<file path="config.mk">
export PLATFORM = sky130hd
export DESIGN_NAME = can_busoff_ctrl
export DESIGN_NICKNAME = d
export VERILOG_FILES = /design/src/rtl/can_bor_pkg.sv /design/src/rtl/can_bor_runcnt.sv /design/src/rtl/can_bor_wake.sv /design/src/rtl/can_bor_mode_fsm.sv /design/src/rtl/can_busoff_ctrl.sv
export SDC_FILE = /design/constraint.sdc
export NUM_CORES = 1
export LEC_CHECK = 0
export BUFFER_PORTS_ARGS = -buffer_cell sky130_fd_sc_hd__buf_4
export CAP_MARGIN = 15
export CORE_ASPECT_RATIO = 0.9
export CORE_MARGIN = 2
export CORE_UTILIZATION = 57
export CTS_BUF_LIST = sky130_fd_sc_hd__clkbuf_4 sky130_fd_sc_hd__clkbuf_8 sky130_fd_sc_hd__clkbuf_16
export DETAILED_ROUTE_END_ITERATION = 12
export GPL_TIMING_DRIVEN = 0
export PLACE_DENSITY = 0.79
export SYNTH_ARGS = -nofsm -noshare
export SYNTH_HDL_FRONTEND = slang
export SYNTH_HIERARCHICAL = 1
export SYNTH_SLANG_ARGS = --single-unit
</file>
<file path="constraint.sdc">
create_clock -name clk_i -period 3.65 [get_ports clk_i]
set_clock_uncertainty 0.1 [all_clocks]
set_input_delay 0.73 -clock clk_i [delete_from_list [all_inputs] [get_ports clk_i]]
set_output_delay 0.73 -clock clk_i [all_outputs]
set_load 0.02 [all_outputs]
</file>
<file path="src/rtl/can_bor_pkg.sv">
package can_bor_pkg;
  localparam int MODE_W = 3;

  typedef enum logic [MODE_W-1:0] {
    MODE_INIT     = 3'b000,
    MODE_NORMAL   = 3'b001,
    MODE_LISTEN   = 3'b010,
    MODE_SELFTEST = 3'b011,
    MODE_SLEEP    = 3'b100,
    MODE_STOP     = 3'b101
  } mode_e;

  function automatic logic is_op(input logic [MODE_W-1:0] m);
    return (m == MODE_NORMAL) || (m == MODE_LISTEN) || (m == MODE_SELFTEST);
  endfunction
endpackage

</file>
<file path="src/rtl/can_bor_runcnt.sv">
module can_bor_runcnt #(
  parameter int RUN_LEN    = 11,
  parameter int RUN_TARGET = 128,
  localparam int BIT_W     = $clog2(RUN_LEN + 1),
  localparam int CNT_W     = $clog2(RUN_TARGET)
) (
  input  logic             clk_i,
  input  logic             rst_ni,
  input  logic             active_i,
  input  logic             clear_i,
  input  logic             strobe_i,
  input  logic             rx_i,
  output logic [CNT_W-1:0] run_cnt_o,
  output logic             done_o
);
  logic [BIT_W-1:0] bit_q;
  logic [CNT_W-1:0] run_q;
  logic             run_end;

  assign run_end   = strobe_i & active_i & rx_i & (bit_q == BIT_W'(RUN_LEN - 1));
  assign done_o    = run_end & (run_q == CNT_W'(RUN_TARGET - 1));
  assign run_cnt_o = run_q;

  always_ff @(posedge clk_i or negedge rst_ni) begin
    if (!rst_ni) begin
      bit_q <= '0;
    end else if (clear_i || !active_i) begin
      bit_q <= '0;
    end else if (strobe_i) begin
      if (!rx_i || run_end) bit_q <= '0;
      else                  bit_q <= bit_q + BIT_W'(1);
    end
  end

  always_ff @(posedge clk_i or negedge rst_ni) begin
    if (!rst_ni) begin
      run_q <= '0;
    end else if (clear_i || done_o) begin
      run_q <= '0;
    end else if (run_end) begin
      run_q <= run_q + CNT_W'(1);
    end
  end
endmodule

</file>
<file path="src/rtl/can_bor_wake.sv">
module can_bor_wake (
  input  logic clk_i,
  input  logic rst_ni,
  input  logic strobe_i,
  input  logic rx_i,
  output logic edge_o
);
  logic last_q;

  assign edge_o = strobe_i & last_q & ~rx_i;

  always_ff @(posedge clk_i or negedge rst_ni) begin
    if (!rst_ni)       last_q <= 1'b1;
    else if (strobe_i) last_q <= rx_i;
  end
endmodule

</file>
<file path="src/rtl/can_bor_mode_fsm.sv">
module can_bor_mode_fsm
  import can_bor_pkg::*;
(
  input  logic              clk_i,
  input  logic              rst_ni,
  input  logic              req_valid_i,
  input  logic [MODE_W-1:0] req_i,
  input  logic              busoff_enter_i,
  input  logic              wake_i,
  input  logic              done_i,
  output logic [MODE_W-1:0] mode_o,
  output logic              busoff_o,
  output logic              recovering_o,
  output logic              restart_o
);
  logic [MODE_W-1:0] mode_q, mode_d, pend_q, pend_d, last_q, last_d;
  logic              busoff_q, busoff_d, rec_q, rec_d;

  always_comb begin
    mode_d    = mode_q;
    pend_d    = pend_q;
    last_d    = last_q;
    busoff_d  = busoff_q;
    rec_d     = rec_q;
    restart_o = 1'b0;
    if (busoff_enter_i && is_op(mode_q)) busoff_d = 1'b1;
    if (rec_q && done_i) begin
      mode_d   = pend_q;
      busoff_d = 1'b0;
      rec_d    = 1'b0;
    end else if (req_valid_i) begin
      case (mode_q)
        MODE_INIT: begin
          if (is_op(req_i)) begin
            last_d = req_i;
            if (busoff_q) begin
              pend_d    = req_i;
              rec_d     = 1'b1;
              restart_o = 1'b1;
            end else begin
              mode_d = req_i;
            end
          end else if (req_i == MODE_SLEEP) begin
            mode_d = MODE_SLEEP;
            rec_d  = 1'b0;
          end else if (req_i == MODE_INIT) begin
            rec_d     = 1'b0;
            restart_o = 1'b1;
          end
        end
        MODE_NORMAL, MODE_LISTEN, MODE_SELFTEST: begin
          if (req_i == MODE_INIT) begin
            mode_d = MODE_INIT;
          end else if (is_op(req_i)) begin
            mode_d = req_i;
            last_d = req_i;
          end else if (req_i == MODE_SLEEP) begin
            mode_d = MODE_SLEEP;
          end
        end
        MODE_SLEEP: begin
          if (is_op(req_i)) begin
            last_d = req_i;
            if (busoff_q) begin
              mode_d    = MODE_INIT;
              pend_d    = req_i;
              rec_d     = 1'b1;
              restart_o = 1'b1;
            end else begin
              mode_d = req_i;
            end
          end else if (req_i == MODE_STOP) begin
            mode_d = MODE_STOP;
          end
        end
        MODE_STOP: begin
          if (req_i == MODE_SLEEP) mode_d = MODE_SLEEP;
        end
        default: mode_d = MODE_INIT;
      endcase
    end else if (mode_q == MODE_SLEEP && wake_i) begin
      if (busoff_q) begin
        mode_d    = MODE_INIT;
        pend_d    = last_q;
        rec_d     = 1'b1;
        restart_o = 1'b1;
      end else begin
        mode_d = last_q;
      end
    end
  end

  always_ff @(posedge clk_i or negedge rst_ni) begin
    if (!rst_ni) begin
      mode_q   <= MODE_INIT;
      pend_q   <= MODE_NORMAL;
      last_q   <= MODE_NORMAL;
      busoff_q <= 1'b0;
      rec_q    <= 1'b0;
    end else begin
      mode_q   <= mode_d;
      pend_q   <= pend_d;
      last_q   <= last_d;
      busoff_q <= busoff_d;
      rec_q    <= rec_d;
    end
  end

  assign mode_o       = mode_q;
  assign busoff_o     = busoff_q;
  assign recovering_o = rec_q;
endmodule

</file>
<file path="src/rtl/can_busoff_ctrl.sv">
module can_busoff_ctrl
  import can_bor_pkg::*;
#(
  parameter int  RUN_LEN    = 11,
  parameter int  RUN_TARGET = 128,
  localparam int CNT_W      = $clog2(RUN_TARGET)
) (
  input  logic              clk_i,
  input  logic              rst_ni,
  input  logic              bit_strobe_i,
  input  logic              rx_bit_i,
  input  logic              tx_bit_i,
  input  logic              busoff_enter_i,
  input  logic              mode_req_valid_i,
  input  logic [MODE_W-1:0] mode_req_i,
  output logic              tx_o,
  output logic              busoff_o,
  output logic [MODE_W-1:0] mode_o,
  output logic [CNT_W-1:0]  run_cnt_o
);
  logic wake, done, recovering, restart;

  can_bor_wake u_wake (
    .clk_i    (clk_i),
    .rst_ni   (rst_ni),
    .strobe_i (bit_strobe_i),
    .rx_i     (rx_bit_i),
    .edge_o   (wake)
  );

  can_bor_runcnt #(
    .RUN_LEN    (RUN_LEN),
    .RUN_TARGET (RUN_TARGET)
  ) u_runcnt (
    .clk_i     (clk_i),
    .rst_ni    (rst_ni),
    .active_i  (recovering),
    .clear_i   (restart),
    .strobe_i  (bit_strobe_i),
    .rx_i      (rx_bit_i),
    .run_cnt_o (run_cnt_o),
    .done_o    (done)
  );

  can_bor_mode_fsm u_fsm (
    .clk_i          (clk_i),
    .rst_ni         (rst_ni),
    .req_valid_i    (mode_req_valid_i),
    .req_i          (mode_req_i),
    .busoff_enter_i (busoff_enter_i),
    .wake_i         (wake),
    .done_i         (done),
    .mode_o         (mode_o),
    .busoff_o       (busoff_o),
    .recovering_o   (recovering),
    .restart_o      (restart)
  );

  // recessive unless actively operating on the bus
  assign tx_o = (busoff_o || !is_op(mode_o)) ? 1'b1 : tx_bit_i;
endmodule

</file>
## Word-level counts from Yosys, hierarchy flattened

Cells that the tools add are included.

- Register bits: 23
- Output and inout port bits: 12
- Logic and storage cells: 116

- Add/sub/neg operators: 2
- Equal/unequal tests: 21
- Muxes and demuxes: 48
- Bitwise operators: 8
- Reductions and logical operators: 29

Operators with widths:

| cell | number |
|---|---|
| 3-bit two-way mux | 20 |
| 1-bit two-way mux | 19 |
| 7-bit two-way mux | 2 |
| 3-bit by 2-bit equality test with 1-bit output, second input constant | 4 |
| 3-bit equality test, second input constant | 4 |
| 4-bit two-way mux | 3 |
| 3-bit one-hot mux with 4 select lines | 1 |
| 2-bit nonzero test | 6 |
| 1-bit logical OR | 8 |
| 4-bit AND reduction | 2 |
| 7-bit by 1-bit adder with 7-bit output, second input constant | 1 |
| 7-bit equality test, second input constant | 1 |
| 1-bit AND | 6 |
| 3-bit by 1-bit equality test with 1-bit output, second input constant | 2 |
| 3-bit logical NOT | 2 |
| 6-bit by 2-bit != test with 1-bit output, second input constant | 1 |
| 3-bit one-hot mux with 2 select lines | 1 |
| 6-bit AND reduction | 1 |
| 5-bit by 2-bit != test with 1-bit output, second input constant | 1 |
| 5-bit != test, second input constant | 1 |
| 4-bit by 1-bit adder with 4-bit output, second input constant | 1 |
| 4-bit equality test, second input constant | 1 |
| 2-bit by 1-bit != test with 1-bit output, second input constant | 2 |
| 2-bit != test, second input constant | 2 |
| 10 further kinds | 16 |

## Longest topological paths before layout

- Depth in word-level cells: 9
- Gate-level depth with buffers: 12
- Gate-level depth less buffers: 9

## Modules after synthesis

Netlist, hierarchy kept.

By module, submodules not included:

| module | instances | cells each | area each (sq um) | sequential area each (sq um) |
|---|---|---|---|---|
| can_bor_mode_fsm | 1 | 91 | 853.3 | 277.8 |
| can_bor_runcnt | 1 | 74 | 688.2 | 275.3 |
| can_bor_wake | 1 | 3 | 51.3 | 26.3 |
| can_busoff_ctrl | 1 | 2 | 15.0 | 0.0 |

## Worst setup path before layout

OpenSTA, ideal clock, no wires.

- Path type: input-to-reg
- Start point: in rx_bit_i
- End point: reg u_runcnt.bit_q[3]
- Setup time: 0.101 ns
- Data arrival time: 2.540 ns
- Data required time: 3.449 ns
- Slack: 0.909 ns
- Stages: 10
- Buffers on the path: 3
- Cells stage by stage: nand4_1 buf_2 nor4_1 nand2_1 buf_2 o21a_1 clkbuf_1 nand2b_1 a211o_1 o32ai_1

- Elaborated cells between the ends (all ways): 17

RTL lines:

| what | line | source |
|---|---|---|
| from (decl) | can_busoff_ctrl.sv:11 | `input logic rx_bit_i,` |
| 1-bit AND * (2 in series) | can_bor_runcnt.sv:20 | `assign run_end = strobe_i & active_i & rx_i & (bit_q == BIT_W'(RUN_LEN - 1));` |
| 1-bit AND * | can_bor_runcnt.sv:21 | `assign done_o = run_end & (run_q == CNT_W'(RUN_TARGET - 1));` |
| net done | can_busoff_ctrl.sv:21 | `logic wake, done, recovering, restart;` |
| 1-bit logical AND * | can_bor_mode_fsm.sv:27 | `if (rec_q && done_i) begin` |
| 1-bit two-way mux * | can_bor_mode_fsm.sv:27 |  |
| net restart | can_busoff_ctrl.sv:21 |  |
| 1-bit logical OR * | can_bor_runcnt.sv:27 | `end else if (clear_i \|\| !active_i) begin` |
| 4-bit two-way mux or 2-bit nonzero test (tied branches) | - |  |
| to (signal assigned) | can_bor_runcnt.sv:31 | `else bit_q <= bit_q + BIT_W'(1);` |
| to (decl) | can_bor_runcnt.sv:16 | `logic [BIT_W-1:0] bit_q;` |

The timed path passes the listed nets; every way through them passes the cells marked *. The select of a mux whose other input is x is not followed.
A chain may end at the register's enable or synchronous reset.

## Worst setup path in the final report

- Start point: reg u_runcnt.bit_q[0]
- End point: reg u_runcnt.bit_q[3]

- Cells in the longest elaborated chain, start to end: 7
- Elaborated cells between the ends (all ways): 12

Ends and longest elaborated chain:

| what | line |
|---|---|
| 4-bit equality test * | can_bor_runcnt.sv:20 |
| 1-bit AND * | can_bor_runcnt.sv:20 |
| 1-bit AND * | can_bor_runcnt.sv:21 |
| net done | can_busoff_ctrl.sv:21 |
| 1-bit logical AND * | can_bor_mode_fsm.sv:27 |
| 1-bit two-way mux * | can_bor_mode_fsm.sv:27 |
| net restart | can_busoff_ctrl.sv:21 |
| 1-bit logical OR * | can_bor_runcnt.sv:27 |
| 4-bit two-way mux or 2-bit nonzero test (tied branches) | - |

Marks and branches as above.

==> results.toml <==
[run_status]
status = "completed"

[grt]
grt_pass1_wl_mm = 6.18
grt_antenna_before_repair = 0
grt_max_degree = 24
grt_pass1_vias = 1341
track_usage = 0.255
gr-total-overflow = 0

[sta]
finalCritPeriodShare = 0.868
setup-violations-final = 0
hold_violations = 0
max_freq_mhz = 316
relSlewSlack = 0.698
maxSlewViolCount = 0
min_period_ps = 3170
worst_slew_pin_slew_ps = 450
fin_setup_tns_ps = 0
rsz0062_at_grt = "no"

[yosys]
synthCells = 170
synth_area_mm2 = 0.00161
yosysMostFrequentCell = "dfrtp_1"
synth.cells.most_frequent = "dfrtp_1, a21oi_1, nand2_1"
postSynth.asyncResetShare = 1.00
ys_seq_area_frac = 0.360
syn_avg_cell_area_um2 = 9.46
ys.flop_type = "dfrtp_1"
synth_seq_cells = 23
yosys-top-cells-area = "dfrtp_1, mux2_2, dfstp_2"
synth_cell_types = 55
yosys_warnings = 6
synth_fp_nets = 183
yosysTopAreaCell = "dfrtp_1"
synth_top_area_frac = 0.311
synth_edf_count = 0

[drt]
ant_nets = 0
wl_per_cell_um = 15.9
drt_wl_total_mm = 3.70
drt_iter0_drc = 85
vias = 1466
drt-vias-per-instance = 6.29
drcViolationCount = 0
firstDrtPassIters = 4

[critical_path]
slowest_stage = "dfrtp_1"
worstSetupEndpointType = "flip-flop"
worstPathCellList = "inv_1 -> ha_1 -> nand4_1 -> buf_2 -> nor4_1 -> nand2_1 -> buf_2 -> o21a_1 -> clkbuf_1 -> nand2b_1 -> a211o_1 -> o32ai_1"
worst-path-max-fanout = 10
startpoint_type = "flip-flop"
cpMostUsedCell = "buf_2"
max_stage_delay_ps = 450
required_ps = 3780
arrival_ps = 3290
criticalPathCategory = "flip-flop to flip-flop"

[die]
die_w_um = 60.0
die_h_um = 54.4
io_pins = 22
start_util = 0.590
fp.coreArea_mm2 = 0.00273
die_area_mm2 = 0.00326
row_count = 18

[clock_network]
htreeDepth = 1
cts_resized = 0
clockBufferDepth = 2
root_buffer = "clkbuf_4"
post_cts_buffers = 0
cts_tree = "done"
cts.sinks = 23
cts_hold_buf = 0
clk_transition_reported_paths_ps = 130
clock_latency_ps = 310
cts_buffers = 3

[place]
gpl.final_weighted_congestion = 0.925
io_buffers = 19
dpl.hpwl_mm = 2.77

[hold_path]
hp-class = "primary input to async pin"

[power]
p_leak_nw = 0.745
powerDensity_mw_per_mm2 = 344
fin_total_pwr_mw = 0.629
ir_worst_vdd_v = 0.000246

[finish]
layout-drive-gt1-share = 0.254
area_growth_pct = 13.7
nFillCells = 236
nets = 207
num_antenna_cells = 0

[job]
cap_violations = 0
==> final cells by class <==
type / count / area, um2 / share of cell area
multi-input cells: 129 / 951 / 0.520
flip-flops and latches: 23 / 579 / 0.317
repair buffers: 19 / 143 / 0.0780
plain buffers: 11 / 51.3 / 0.0281
well taps: 40 / 50.0 / 0.0274
inverters: 7 / 26.3 / 0.0144
clock buffers: 3 / 22.5 / 0.0123
clock inverters: 1 / 5.00 / 0.00274
==> final timing paths <==
kind                              startpoint                 to  slack (ps)  cells past startpoint
setup / recovery           u_runcnt/bit_q[0]  u_runcnt/bit_q[3]         480                     12
hold / removal                        rst_ni  u_runcnt/bit_q[2]         190                      1
setup reg to reg           u_runcnt/bit_q[0]  u_runcnt/bit_q[3]         480                     12
hold reg to reg              u_fsm/pend_q[1]    u_fsm/pend_q[1]         420                      1
max in group asynchronous             rst_ni    u_fsm/pend_q[0]        2980                      1
min in group clk_i           u_fsm/pend_q[1]    u_fsm/pend_q[1]         420                      1
==> worst max-delay path, delay by kind of cell, from the launching register on <==
kind	cells	cell delay, ps
AND/OR/NAND/NOR	4	1100
adder cells (fa/ha/maj)	1	160
AO/OA/AOI/OAI	3	500
flip-flops	1	450
buffers and inverters	4	760
==> sequential cells by signal, indices dropped and copies added (netlist names) <==
register	count
u_runcnt/bit_q	4
u_fsm/last_q	3
u_fsm/mode_o	3
u_fsm/recovering_o	1
u_fsm/pend_q	3
u_fsm/busoff_o	1
u_runcnt/run_cnt_o	7
u_wake/last_q	1
==> power by group <==
| group | internal [mW] | switching [mW] | total [mW] | leakage (nW) |
|---|---|---|---|---|
| clock network | 0.0409 | 0.0769 | 0.118 | 0.0177 |
| logic | 0.0865 | 0.0943 | 0.181 | 0.435 |
| registers | 0.295 | 0.0358 | 0.331 | 0.293 |
==> kinds of logic after synthesis <==
group | Yosys count | synth area share
multiplexers | 14 | 0.100
AND/OR/NAND/NOR | 57 | 0.209
buffers and inverters | 18 | 0.0483
adder cells (fa/ha/maj) | 3 | 0.0233
flip-flops | 23 | 0.360
AO/OA/AOI/OAI | 54 | 0.253
XOR/XNOR | 1 | 0.00545
==> routing by layer <==
layer,wire [um],part of all wire,track usage,vias to the layer above
li1,-,-,-,691
met1,1680,0.45,0.360,714
met2,1750,0.47,0.395,59
met3,254,0.069,0.0496,2
met4,19,0.0051,0.0778,0
met5,0,0,0,-
==> metrics by stage <==
| step | hold slack, ps | cells | setup slack [ps] | cell area, um2 | utilization |
|---|---|---|---|---|---|
| after floorplan | 334 | 170 | 909 | 1610 | - |
| after global placement | 380 | 229 | 343 | 1800 | 0.661 |
| after detailed placement | 394 | 229 | 295 | 1800 | 0.661 |
| after CTS | 186 | 233 | 478 | 1830 | 0.671 |
| after global routing | 176 | 233 | 143 | 1830 | 0.671 |
| final | 190 | 233 | 483 | 1830 | 0.671 |
==> cell usage in the layout (no fill, tap or decap), types with 2 or more instances in the layout <==
master	instances
dfstp_2	3
nand3_1	4
nor2b_1	4
nand4_1	5
nand2b_1	4
nor2_1	9
inv_1	7
o2111ai_1	3
or2_1	2
buf_4	19
dfrtp_1	20
ha_1	3
or4_1	6
o21ai_1	2
nand3b_1	2
o31ai_1	3
mux2i_1	3
clkbuf_4	3
o41ai_1	2
mux2_4	2
a21oi_1	12
a211o_1	3
mux2_2	8
buf_2	2
a31oi_1	4
o21ai_0	8
clkbuf_1	8
nand2_1	11
a22oi_1	2
Power figures use the tool's default switching activity.
